<file path="config.mk">
export PLATFORM = sky130hd
export DESIGN_NAME = lifo_regstack
export DESIGN_NICKNAME = d
export VERILOG_FILES = /design/src/rtl/lifo_regstack_pkg.sv /design/src/rtl/lifo_regstack_ctrl.sv /design/src/rtl/lifo_regstack_store.sv /design/src/rtl/lifo_regstack.sv
export SDC_FILE = /design/constraint.sdc
export NUM_CORES = 1
export LEC_CHECK = 0
export BUFFER_PORTS_ARGS = -buffer_cell sky130_fd_sc_hd__buf_2
export CORE_MARGIN = 2
export CORE_UTILIZATION = 29
export DETAILED_ROUTE_END_ITERATION = 12
export PLACE_DENSITY = 0.41
export SYNTH_ARGS = -nofsm -noshare
export SYNTH_HDL_FRONTEND = slang
export SYNTH_SLANG_ARGS = --single-unit
</file>
<file path="constraint.sdc">
create_clock -name clk -period 9.9 [get_ports clk]
set_input_delay 0.99 -clock clk [delete_from_list [all_inputs] [get_ports clk]]
set_output_delay 0.99 -clock clk [all_outputs]
set_load 0.1 [all_outputs]
</file>
<file path="src/rtl/lifo_regstack_pkg.sv">
package lifo_regstack_pkg;

    typedef enum logic [1:0] {
        ST_EMPTY   = 2'd0,
        ST_PARTIAL = 2'd1,
        ST_FULL    = 2'd2
    } stk_state_e;

endpackage

</file>
<file path="src/rtl/lifo_regstack_ctrl.sv">
module lifo_regstack_ctrl #(
    parameter int PTR_W = 6
) (
    input  logic             clk,
    input  logic             rst_n,
    input  logic             push_req,
    input  logic             pop_req,
    output logic [PTR_W-1:0] ptr,
    output logic [PTR_W-1:0] wr_addr,
    output logic             wr_en,
    output logic [PTR_W-1:0] rd_addr,
    output logic             rd_en,
    output logic             full,
    output logic             empty,
    output logic             err_pulse,
    output logic             rd_valid
);
    import lifo_regstack_pkg::*;

    stk_state_e       state_q, state_d;
    logic [PTR_W-1:0] ptr_q, ptr_d;
    logic [PTR_W-1:0] ptr_inc, ptr_dec;
    logic             push_ok, pop_ok, refused;
    logic             err_q, valid_q;

    assign ptr_inc = ptr_q + PTR_W'(1);
    assign ptr_dec = ptr_q - PTR_W'(1);

    // Next state and pointer
    always_comb begin
        state_d = state_q;
        ptr_d   = ptr_q;
        push_ok = 1'b0;
        pop_ok  = 1'b0;
        refused = 1'b0;
        if (push_req && pop_req) begin
            refused = 1'b1;
        end else begin
            unique case (state_q)
                ST_EMPTY: begin
                    if (pop_req) begin
                        refused = 1'b1;
                    end else if (push_req) begin
                        push_ok = 1'b1;
                        ptr_d   = ptr_inc;
                        state_d = (ptr_inc == '0) ? ST_FULL : ST_PARTIAL;
                    end
                end
                ST_PARTIAL: begin
                    if (push_req) begin
                        push_ok = 1'b1;
                        ptr_d   = ptr_inc;
                        state_d = (ptr_inc == '0) ? ST_FULL : ST_PARTIAL;
                    end else if (pop_req) begin
                        pop_ok  = 1'b1;
                        ptr_d   = ptr_dec;
                        state_d = (ptr_dec == '0) ? ST_EMPTY : ST_PARTIAL;
                    end
                end
                ST_FULL: begin
                    if (push_req) begin
                        refused = 1'b1;
                    end else if (pop_req) begin
                        pop_ok  = 1'b1;
                        ptr_d   = ptr_dec;
                        state_d = (ptr_dec == '0) ? ST_EMPTY : ST_PARTIAL;
                    end
                end
                default: begin
                    state_d = ST_EMPTY;
                    ptr_d   = '0;
                end
            endcase
        end
    end

    // State register
    always_ff @(posedge clk or negedge rst_n) begin
        if (!rst_n) begin
            state_q <= ST_EMPTY;
            ptr_q   <= '0;
            err_q   <= 1'b0;
            valid_q <= 1'b0;
        end else begin
            state_q <= state_d;
            ptr_q   <= ptr_d;
            err_q   <= refused;
            valid_q <= pop_ok;
        end
    end

    // Outputs
    always_comb begin
        full      = 1'b0;
        empty     = 1'b0;
        unique case (state_q)
            ST_EMPTY:   empty = 1'b1;
            ST_PARTIAL: ;
            ST_FULL:    full  = 1'b1;
            default:    empty = 1'b1;
        endcase
        ptr       = ptr_q;
        wr_en     = push_ok;
        wr_addr   = ptr_inc;
        rd_en     = pop_ok;
        rd_addr   = ptr_q;
        err_pulse = err_q;
        rd_valid  = valid_q;
    end

endmodule

</file>
<file path="src/rtl/lifo_regstack_store.sv">
module lifo_regstack_store #(
    parameter int PTR_W  = 6,
    parameter int DATA_W = 16
) (
    input  logic              clk,
    input  logic              rst_n,
    input  logic              wr_en,
    input  logic [PTR_W-1:0]  wr_addr,
    input  logic [DATA_W-1:0] wr_data,
    input  logic              rd_en,
    input  logic [PTR_W-1:0]  rd_addr,
    output logic [DATA_W-1:0] rd_data
);
    localparam int DEPTH = 1 << PTR_W;

    logic [DATA_W-1:0] words [DEPTH];
    logic [DATA_W-1:0] rd_q;

    always_ff @(posedge clk) begin
        if (wr_en) begin
            words[wr_addr] <= wr_data;
        end
    end

    always_ff @(posedge clk or negedge rst_n) begin
        if (!rst_n) begin
            rd_q <= '0;
        end else if (rd_en) begin
            rd_q <= words[rd_addr];
        end
    end

    assign rd_data = rd_q;

endmodule

</file>
<file path="src/rtl/lifo_regstack.sv">
module lifo_regstack #(
    parameter int PTR_W  = 6,
    parameter int DATA_W = 16
) (
    input  logic              clk,
    input  logic              rst_n,
    input  logic              push_req,
    input  logic              pop_req,
    input  logic [DATA_W-1:0] push_data,
    output logic [DATA_W-1:0] pop_data,
    output logic              pop_valid,
    output logic [PTR_W-1:0]  top_ptr,
    output logic              stk_full,
    output logic              stk_empty,
    output logic              op_error
);
    logic [PTR_W-1:0] wr_addr, rd_addr;
    logic             wr_en, rd_en;

    lifo_regstack_ctrl #(.PTR_W(PTR_W)) u_ctrl (
        .clk       (clk),
        .rst_n     (rst_n),
        .push_req  (push_req),
        .pop_req   (pop_req),
        .ptr       (top_ptr),
        .wr_addr   (wr_addr),
        .wr_en     (wr_en),
        .rd_addr   (rd_addr),
        .rd_en     (rd_en),
        .full      (stk_full),
        .empty     (stk_empty),
        .err_pulse (op_error),
        .rd_valid  (pop_valid)
    );

    lifo_regstack_store #(.PTR_W(PTR_W), .DATA_W(DATA_W)) u_store (
        .clk     (clk),
        .rst_n   (rst_n),
        .wr_en   (wr_en),
        .wr_addr (wr_addr),
        .wr_data (push_data),
        .rd_en   (rd_en),
        .rd_addr (rd_addr),
        .rd_data (pop_data)
    );

endmodule

</file>
==> run metrics <==
via count=20180; final net count=2091; most frequent cells in the layout=1024 x edfxtp_1, 219 x mux4_2, 117 x mux2i_1; Synth warnings=0; Clock Root Buffer=clkbuf_16; R2R Setup Slk=4.85 ns; mapped cell area=0.04104 mm^2; commonest non-fill, non-tap cell in the layout=edfxtp_1; sw frac=0.3377; asr flop ratio synth=0.02476; Clk pwr share=0.313; port bufs=45; Setup Viol. Count Final=0; syn_nets=1994; DP Wirelength=72490 um; Worst Setup End Kind=flip-flop; Synth-to-Final Area Change=14.28%; fraction of layout cells with a size suffix above 1=0.2477; leakage=14.33 nW; WP data required=10.54 ns; Initial DRC Count=1953; effective utilization at floorplan=0.2909; cts repair resizes=0; Startpoint Class=flip-flop; postcts setup bufs=0; H-tree Lvls=3; synthesized flop and latch total=1050; post-synthesis cell count=1967; MaxCap Viol Count=0; setup_tns=0 ns; pin count of the biggest net entering global routing=100; CTS buffer count=111; core region area=0.1411 mm^2; chip width=380.2 um; Boundary Pins=46; placed inst area=0.04344 mm^2; DR DRC count=0; GR Overflow Total=0; CTS Hold Bufs=0; routed length per instance=30.34 um; hold crit path type=primary input to asynchronous set/reset pin; switching power=4.327 mW; vias in the first global route=20630; Final Power=12.82 mW; number of synthesized flops with an enable pin=1024; first-pass GRT wire length=170900 um; Max Slew Vio Count=0; Fmax=198.1 MHz; ANT nets after route=0; antenna violations before repair=12; Die Y=380.2 um; combinational power share=0.276; worst-margin pin slew=1.167 ns; RSZ-0062 raised after global routing=false; sequential element share of the synthesized area=0.7651; Critical Path End=u_store.rd_data[11]; worst-path maximum fanout=13; relative slew slack=0.2017; Crit Path Category=flip-flop to flip-flop; row count=138; Hold Vio Cnt, Final=0; Worst R2R Start=u_ctrl.state_q[0]; depth of the worst register-to-register path=8; Cell Count, Final, Fillers Out=4051; top_reg_cell synth=edfxtp_1; CP arrival=5.69 ns; gr usage total=0.1687; WL final=122900 um; crit path time final=5.047 ns; r2r endpoint=u_store.rd_data[11]; Final period util=0.5098; syn_area_per_cell=20.86 um^2; design area=0.04690 mm^2; clock slew at reported path FFs=0.06 ns; Pint=8.488 mW; Critical Path Start=u_ctrl.state_q[0]; CTS Buffer Depth=3; Sequential Power Share=0.411; status=finished, final reports clean; clk sink count=1050; post-synth cell types=65; VDD IR-drop max=0.1918 mV; Pwr Density=273.2 mW/mm^2; number of vias per cell=4.981; GPL Wtd Cong=0.8058; clk_lat worst skew=0.73 ns; Die Area=0.1445 mm^2; CTS tree=built; Fillers=13300; skew final=0.03544 ns; placed cells=3841; drt pass-1 iters=5
[metrics by stage]
step	utilization	hold WS [ns]	setup slack [ns]
after floorplan	-	0.5161	6.135
after global placement	0.3079	0.5670	4.401
after detailed placement	0.3079	0.5774	4.431
after CTS	0.3325	0.4364	4.905
after global routing	0.3325	0.4467	4.867
final	0.3325	0.4344	4.853
[synth_stat cells, types with 3 or more instances]
library cell | count | area share
nand2b_1 | 5 | 0.00076
or3_1 | 4 | 0.00061
o221ai_1 | 6 | 0.0013
mux2_2 | 6 | 0.0016
buf_2 | 25 | 0.0030
a31oi_1 | 8 | 0.0012
nor3_1 | 18 | 0.0022
dfrtp_1 | 26 | 0.016
a32oi_1 | 5 | 0.0011
nand3_1 | 21 | 0.0026
buf_8 | 7 | 0.0026
a221oi_1 | 4 | 0.00085
ha_1 | 7 | 0.0021
a22oi_1 | 7 | 0.0013
o22ai_1 | 31 | 0.0047
buf_1 | 5 | 0.00046
mux4_2 | 219 | 0.12
and2_1 | 5 | 0.00076
mux2i_1 | 117 | 0.029
buf_6 | 19 | 0.0052
mux4_1 | 5 | 0.0032
xor2_1 | 5 | 0.0011
nor2b_1 | 10 | 0.0015
a2111oi_0 | 4 | 0.00085
a22o_1 | 7 | 0.0015
o211ai_1 | 4 | 0.00073
a221o_1 | 3 | 0.00073
o2111ai_1 | 3 | 0.00064
nand2_1 | 68 | 0.0062
edfxtp_1 | 1024 | 0.75
nor2_1 | 102 | 0.0093
a211oi_1 | 27 | 0.0049
inv_1 | 6 | 0.00055
clkbuf_1 | 35 | 0.0032
buf_4 | 10 | 0.0018
nand4_1 | 3 | 0.00046
a21oi_1 | 31 | 0.0038
o21ai_0 | 37 | 0.0045
[final cells by class]
cell class | count | area, um^2 | share of cell area
Clock buffer | 151 | 2958 | 0.06307
Clock inverter | 58 | 504.2 | 0.01075
Multi-Input combinational cell | 805 | 9041 | 0.1928
Timing Repair Buffer | 87 | 583.1 | 0.01243
Sequential cell | 1050 | 31410 | 0.6698
Tap cell | 1890 | 2365 | 0.05042
Inverter | 9 | 33.78 | 0.0007203
Antenna cell | 1 | 2.502 | 0.00005335
[worst max-delay path, cell delays in order (launching register included)]
cell and delay, ns:
dfrtp_1 0.44, inv_1 0.09, ha_1 0.38, nand3_1 0.82, inv_1 1.10, and2_1 0.73, o31ai_1 0.15, a2111oi_0 1.03
a221o_1 0.21
[cells by family after synthesis]
group           count (synthesis)  synth area share
xor+xnor                        8          0.001890
fa+ha+maj                       7          0.002134
compound gates                192           0.03122
simple gates                  251           0.02799
mux                           347            0.1536
buf+inv                       112           0.01811
flops                        1050            0.7651
[state kept, by name, indices dropped and copies added (netlist names)]
register,count
u_store.words,1024
u_store.rd_data,16
u_ctrl.ptr,6
u_ctrl.state_q,2
u_ctrl.err_pulse,1
u_ctrl.rd_valid,1
[worst min-delay path by stage]
stage	from	end	slack [ns]	cells past startpoint
2_1_floorplan	u_ctrl.state_q[1]	u_ctrl.state_q[1]	0.52	1
3_3_place_gp	u_ctrl.state_q[1]	u_ctrl.state_q[1]	0.57	1
3_5_place_dp	u_ctrl.state_q[1]	u_ctrl.state_q[1]	0.58	1
4_1_cts	rst_n	u_ctrl.rd_valid	0.44	1
5_1_grt	rst_n	u_ctrl.rd_valid	0.45	1
6_report	rst_n	u_ctrl.rd_valid	0.43	1
[power by group through the flow]
| stage | combinational, mW | clock (mW) | sequential (mW) |
|---|---|---|---|
| 3_3_place_gp | 3.59 | 0 | 5.37 |
| 5_1_grt | 3.72 | 4.27 | 5.29 |
| 3_5_place_dp | 3.58 | 0 | 5.37 |
| 4_1_cts | 3.59 | 4.11 | 5.28 |
| 6_report | 3.54 | 4.01 | 5.27 |
| 2_1_floorplan | 2.18 | 0 | 5.43 |
[layer usage]
layer,up-vias,share of wire,global-route usage
li1,8402,-,-
met1,11030,0.47,0.2480
met2,611,0.46,0.2589
met3,132,0.055,0.02727
met4,4,0.021,0.04608
met5,-,0.00022,0
Note: power is estimated with default switching activity, not from simulation.
